`src/rtl/sdl_pkg.sv`:
```
package sdl_pkg;
    typedef enum logic [1:0] {
        ST_IDLE,
        ST_HOLD,
        ST_COMMIT
    } strobe_state_e;

    localparam int unsigned PIN_SCLK = 0;
    localparam int unsigned PIN_DATA = 1;
    localparam int unsigned PIN_STR  = 2;
    localparam int unsigned PIN_COL  = 3;
    localparam int unsigned PIN_CNT  = 4;
endpackage

```
`src/rtl/sdl_pin_sync.sv`:
```
module sdl_pin_sync #(
    parameter int unsigned WIDTH  = 4,
    parameter int unsigned STAGES = 2
) (
    input  logic             clk_i,
    input  logic             rst_ni,
    input  logic [WIDTH-1:0] pin_i,
    output logic [WIDTH-1:0] level_o,
    output logic [WIDTH-1:0] rise_o,
    output logic [WIDTH-1:0] fall_o
);
    for (genvar b = 0; b < WIDTH; b++) begin : g_pin
        logic [STAGES-1:0] chain_q;
        logic              prev_q;

        always_ff @(posedge clk_i or negedge rst_ni) begin
            if (!rst_ni) begin
                chain_q <= '0;
                prev_q  <= 1'b0;
            end else begin
                chain_q <= {chain_q[STAGES-2:0], pin_i[b]};
                prev_q  <= chain_q[STAGES-1];
            end
        end

        assign level_o[b] = chain_q[STAGES-1];
        assign rise_o[b]  = chain_q[STAGES-1] & ~prev_q;
        assign fall_o[b]  = ~chain_q[STAGES-1] & prev_q;
    end
endmodule

```
`src/rtl/sdl_shifter.sv`:
```
module sdl_shifter #(
    parameter int unsigned NORM_LEN = 40,
    parameter int unsigned WIDE_LEN = 48
) (
    input  logic                clk_i,
    input  logic                rst_ni,
    input  logic                shift_en_i,
    input  logic                emit_en_i,
    input  logic                bit_i,
    input  logic                wide_i,
    output logic [WIDE_LEN-1:0] word_o,
    output logic                ser_o
);
    logic [WIDE_LEN-1:0] sreg_q;
    logic                ser_q;

    always_ff @(posedge clk_i or negedge rst_ni) begin
        if (!rst_ni) begin
            sreg_q <= '0;
            ser_q  <= 1'b0;
        end else begin
            if (shift_en_i) begin
                sreg_q <= {sreg_q[WIDE_LEN-2:0], bit_i};
            end
            if (emit_en_i) begin
                ser_q <= wide_i ? sreg_q[WIDE_LEN-1] : sreg_q[NORM_LEN-1];
            end
        end
    end

    assign word_o = sreg_q;
    assign ser_o  = ser_q;
endmodule

```
`src/rtl/sdl_strobe_fsm.sv`:
```
module sdl_strobe_fsm
    import sdl_pkg::*;
#(
    parameter int unsigned MUX    = 8,
    parameter int unsigned COLS   = 40,
    parameter int unsigned ADDR_W = 8,
    localparam int unsigned WIDE_LEN = COLS + ADDR_W
) (
    input  logic                clk_i,
    input  logic                rst_ni,
    input  logic                str_level_i,
    input  logic                str_fall_i,
    input  logic                wide_i,
    input  logic [WIDE_LEN-1:0] word_i,
    output logic [ADDR_W-1:0]   we_o,
    output logic [COLS-1:0]     wdata_o,
    output logic                commit_wide_o
);
    strobe_state_e       state_q, state_d;
    logic [WIDE_LEN-1:0] snap_q;
    logic                snap_wide_q;

    always_comb begin
        state_d = state_q;
        unique case (state_q)
            ST_IDLE:   if (str_level_i) state_d = ST_HOLD;
            ST_HOLD:   if (str_fall_i)  state_d = ST_COMMIT;
            ST_COMMIT: state_d = str_level_i ? ST_HOLD : ST_IDLE;
            default:   state_d = ST_IDLE;
        endcase
    end

    always_ff @(posedge clk_i or negedge rst_ni) begin
        if (!rst_ni) begin
            state_q <= ST_IDLE;
        end else begin
            state_q <= state_d;
        end
    end

    always_ff @(posedge clk_i or negedge rst_ni) begin
        if (!rst_ni) begin
            snap_q      <= '0;
            snap_wide_q <= 1'b0;
        end else if (state_q == ST_HOLD && str_fall_i) begin
            snap_q      <= word_i;
            snap_wide_q <= wide_i;
        end
    end

    always_comb begin
        we_o    = '0;
        wdata_o = '0;
        if (state_q == ST_COMMIT) begin
            for (int unsigned r = 0; r < ADDR_W; r++) begin
                we_o[r] = snap_q[r] & (snap_wide_q || (r < MUX));
            end
            for (int unsigned c = 0; c < COLS; c++) begin
                if (snap_wide_q) begin
                    wdata_o[c] = snap_q[c + ADDR_W];
                end else if (c >= MUX) begin
                    wdata_o[c] = snap_q[c];
                end
            end
        end
    end

    assign commit_wide_o = snap_wide_q;
endmodule

```
`src/rtl/sdl_loader.sv`:
```
module sdl_loader
    import sdl_pkg::*;
#(
    parameter int unsigned MUX    = 8,
    parameter int unsigned COLS   = 40,
    parameter int unsigned ADDR_W = 8
) (
    input  logic              clk_i,
    input  logic              rst_ni,
    input  logic              ser_clk_i,
    input  logic              ser_data_i,
    input  logic              strobe_i,
    input  logic              col_only_i,
    output logic              ser_data_o,
    output logic [ADDR_W-1:0] row_we_o,
    output logic [COLS-1:0]   row_wdata_o
);
    localparam int unsigned NORM_LEN = COLS;
    localparam int unsigned WIDE_LEN = COLS + ADDR_W;

    logic [PIN_CNT-1:0]  pins, pin_lvl, pin_rise, pin_fall;
    logic                sclk_rise, sclk_fall;
    logic [WIDE_LEN-1:0] word;
    logic                wide_commit;

    assign pins[PIN_SCLK] = ser_clk_i;
    assign pins[PIN_DATA] = ser_data_i;
    assign pins[PIN_STR]  = strobe_i;
    assign pins[PIN_COL]  = col_only_i;

    sdl_pin_sync #(.WIDTH(PIN_CNT), .STAGES(2)) u_sync (
        .clk_i  (clk_i),
        .rst_ni (rst_ni),
        .pin_i  (pins),
        .level_o(pin_lvl),
        .rise_o (pin_rise),
        .fall_o (pin_fall)
    );

    assign sclk_rise = pin_rise[PIN_SCLK];
    assign sclk_fall = pin_fall[PIN_SCLK];

    sdl_shifter #(.NORM_LEN(NORM_LEN), .WIDE_LEN(WIDE_LEN)) u_shift (
        .clk_i     (clk_i),
        .rst_ni    (rst_ni),
        .shift_en_i(sclk_fall),
        .emit_en_i (sclk_rise),
        .bit_i     (pin_lvl[PIN_DATA]),
        .wide_i    (pin_lvl[PIN_COL]),
        .word_o    (word),
        .ser_o     (ser_data_o)
    );

    sdl_strobe_fsm #(.MUX(MUX), .COLS(COLS), .ADDR_W(ADDR_W)) u_fsm (
        .clk_i        (clk_i),
        .rst_ni       (rst_ni),
        .str_level_i  (pin_lvl[PIN_STR]),
        .str_fall_i   (pin_fall[PIN_STR]),
        .wide_i       (pin_lvl[PIN_COL]),
        .word_i       (word),
        .we_o         (row_we_o),
        .wdata_o      (row_wdata_o),
        .commit_wide_o(wide_commit)
    );
endmodule

```
`config.mk`:
```
export PLATFORM = sky130hd
export DESIGN_NAME = sdl_loader
export DESIGN_NICKNAME = d
export VERILOG_FILES = /design/src/rtl/sdl_pkg.sv /design/src/rtl/sdl_pin_sync.sv /design/src/rtl/sdl_shifter.sv /design/src/rtl/sdl_strobe_fsm.sv /design/src/rtl/sdl_loader.sv
export SDC_FILE = /design/constraint.sdc
export NUM_CORES = 1
export LEC_CHECK = 0
export ABC_CLOCK_PERIOD_IN_PS = 1800
export BUFFER_PORTS_ARGS = -buffer_cell sky130_fd_sc_hd__clkbuf_2
export CAP_MARGIN = 40
export CORE_MARGIN = 8
export CORE_UTILIZATION = 40
export DETAILED_ROUTE_END_ITERATION = 7
export GPL_TIMING_DRIVEN = 0
export PLACE_DENSITY = 0.67
export SYNTH_ARGS = -nofsm -noshare
export SYNTH_HDL_FRONTEND = slang
export SYNTH_SLANG_ARGS = --single-unit
```
`constraint.sdc`:
```
create_clock -name clk_i -period 1.8 [get_ports clk_i]
set_input_delay 0.54 -clock clk_i [delete_from_list [all_inputs] [get_ports clk_i]]
set_output_delay 0.54 -clock clk_i [all_outputs]
set_load 0.01 [all_outputs]
```
==> out/metrics.cfg <==
[critical_path]
cp_num_buf_inv = 2
critPathMaxStageDelay_ns = 0.42
critPathMaxFanout = 6
cp_top_family = simple AND/OR/NAND/NOR gates
worst_ep_required_time_ns = 1.26
crit_slowest_cell = dfrtp_1
critical_path_class = flip-flop to primary output
arrival_ns = 1.51
path_cells = or2b_4 > clkbuf_16 > nor2_4 > clkbuf_2
start_kind = flip-flop
end_kind = primary output

[clock_tree]
cts.sinks = 110
cts_buffers = 9
clock_path_buffers = 2
cts_tree = built
root_buffer = clkbuf_16
cts-htree-levels = 3
clk_latency_ns = 0.34
path_clk_slew_ns = 0.07

[drt]
wirelength_um = 9370
avgViaCountPerCell = 4.92
drc = 0
num_vias = 2643
drt-wirelength-per-cell_um = 17.5
firstDrtPassIters = 4
drtAntennaViolNets = 0
drt_iter0_drc = 113

[die]
core-area_um2 = 11900
row_count = 40
start_util_pct = 40.6
io-pin-count = 55
die_h_um = 126
dieArea_um2 = 15900
die_w_um = 126

[sta]
final.setup_skew_ns = 0.0111
rsz0062_at_grt = true
slew_violations = 0
finalHoldViolCount = 0
period_needed_ns = 2.05
finalSetupViolCount = 48
fin_ws_ns = -0.245
slew_headroom_pct = 42.3
finalCritPeriodShare_pct = 114
tightest_slew_ns = 0.866
tns_ns = -9.64
fmax_mhz = 489

[global_routing]
grt_max_degree = 111
first_global_vias = 2829
overflow = 0
grt_first_pass_wirelength_um = 15400
grt_usage_pct = 12.0
antenna_found_initial = 0

[synth]
yosysSeqAreaShare_pct = 56.9
synthSimpleGateAreaFrac_pct = 5.58
synth_top_family_by_area = multiplexers
synthAdderAreaFrac_pct = 0
synth_compound_area_share_pct = 0.181
syn-mean-instance-area_um2 = 15.3
synth-xor-area-share_pct = 0
yosys_register_bits = 110
yosys.area.top_type = dfrtp_1
synthMuxAreaShare_pct = 33.5
synth.distinct_cells = 18
syn_nets = 322
synth.area.top_cells = dfrtp_1 (57%), mux2_4 (15%), mux2_2 (12%)
synthesis.area_um2 = 4840
synth.top_cell.area_share_pct = 56.9
ys_warn_count = 0
syn_inst = 316

[layout]
insertedDiodeCount = 0
layout-drive-gt1-share_pct = 59.2
syn2layout_area_growth_pct = 24.2
final_common_cell = dfrtp_1
nets = 391
layout_common_cells = dfrtp_1 (109), mux2_2 (50), mux2_4 (49), mux2i_1 (27), buf_6 (26)
utilization_pct = 50.5

[hold_path]
hp-class = input pin to async pin

[power_and_ir_drop]
power_density_nw_per_um2 = 979
power_switching_share_pct = 25.7
pwr-share-seq_pct = 51.9
combPwrFrac_pct = 16.3
leakagePower_nw = 2.90
internal-power_mw = 4.37
switchingPower_mw = 1.51
p_clk_share_pct = 31.8
p_total_mw = 5.88
ir_drop_mv = 0.526

[placement]
routabilityCongestion = 0.760
io_buffers = 54
hpwl_um = 6580
dp_slack_ns = -0.214

[status]
status = finished with violations
violations = negative setup slack

[run]
drv_cap = 0

[synthesized netlist by cell type]
cell	n
nor2b_1	3
buf_2	5
and2b_1	1
a2bb2oi_1	1
buf_12	5
mux2i_1	32
buf_4	1
and4bb_4	1
and2_1	8
mux2_2	50
dfrtp_1	110
mux2_4	49
clkbuf_1	4
buf_6	3
or2b_1	1
buf_1	2
and3_1	8
nor2_1	32
[flip-flops by register name, summed over array words and instances (netlist names)]
signal	flops
u_fsm.snap_q	48
u_shift.word_o	48
u_sync.g_pin.chain_q	8
u_fsm.state_q	2
u_sync.g_pin.prev_q	2
u_fsm.commit_wide_o	1
u_shift.ser_o	1
[timing repair]
| action | in CTS | in global routing |
|---|---|---|
| hold buffers | 0 | 0 |
| endpoints found under the setup margin | 48 | 48 |
| cloned | 2 | 0 |
| pin swaps | 15 | 3 |
| buffers inserted | 1 | 2 |
| resized for setup | 47 | 86 |
[power groups by stage]
stage          combinational, mW  sequential [mW]  clock (mW)
6_report                   0.961             3.05        1.87
2_1_floorplan              0.693             2.97           0
3_3_place_gp               0.830             3.06           0
3_5_place_dp               0.855             3.07           0
4_1_cts                    0.907             3.04        1.91
5_1_grt                     1.03             3.11        2.00
[per-layer routing]
| layer | GRT usage (%) | up-vias | routed length [um] |
|---|---|---|---|
| met5 | 0 | - | 0 |
| met4 | 3.40 | 0 | 91 |
| li1 | - | 1237 | - |
| met1 | 15.4 | 1361 | 4280 |
| met2 | 19.6 | 39 | 4590 |
| met3 | 3.25 | 6 | 413 |
[stage by stage]
step / hold slack, ns / instances / instance area [um^2]
after floorplan: 0.244 / 316 / 4840
after global placement: 0.334 / 517 / 5290
after detailed placement: 0.343 / 517 / 5300
after CTS: 0.300 / 535 / 5770
after global routing: 0.299 / 537 / 6010
final: 0.299 / 537 / 6010
[final timing paths]
kind | start | end | slack [ns] | cells after the start
min reg2reg | u_sync.g_pin[1].chain_q[0] | u_sync.g_pin[1].chain_q[1] | 0.35 | 0
min | rst_ni | u_fsm.snap_q[34] | 0.30 | 1
min in group clk_i | ser_clk_i | u_sync.g_pin[0].chain_q[0] | 0.31 | 1
max | u_fsm.state_q[0] | row_wdata_o[39] | -0.25 | 4
max in group asynchronous | rst_ni | u_fsm.commit_wide_o | 0.88 | 1
max reg2reg | u_sync.g_pin[0].chain_q[1] | u_shift.word_o[24] | 0.33 | 4
[area by class of cell]
type / count / area [um^2]
sequential: 110 / 2750
fill: 1000 / 5900
tap: 147 / 184
buffer: 19 / 259
clock buffer: 10 / 239
timing repair buffer: 59 / 477
multi-input combinational: 186 / 2050
clock inverter: 6 / 43.8
[kinds of logic (layout without fill, tap and decap cells)]
| group | after synthesis | in the layout |
|---|---|---|
| AOI/OAI and AO/OA | 1 | 1 |
| muxes | 131 | 131 |
| DFF | 110 | 110 |
| and+or+nand+nor | 54 | 54 |
| buffers and inverters | 20 | 94 |
No activity file was read; power rests on OpenSTA's default activity.
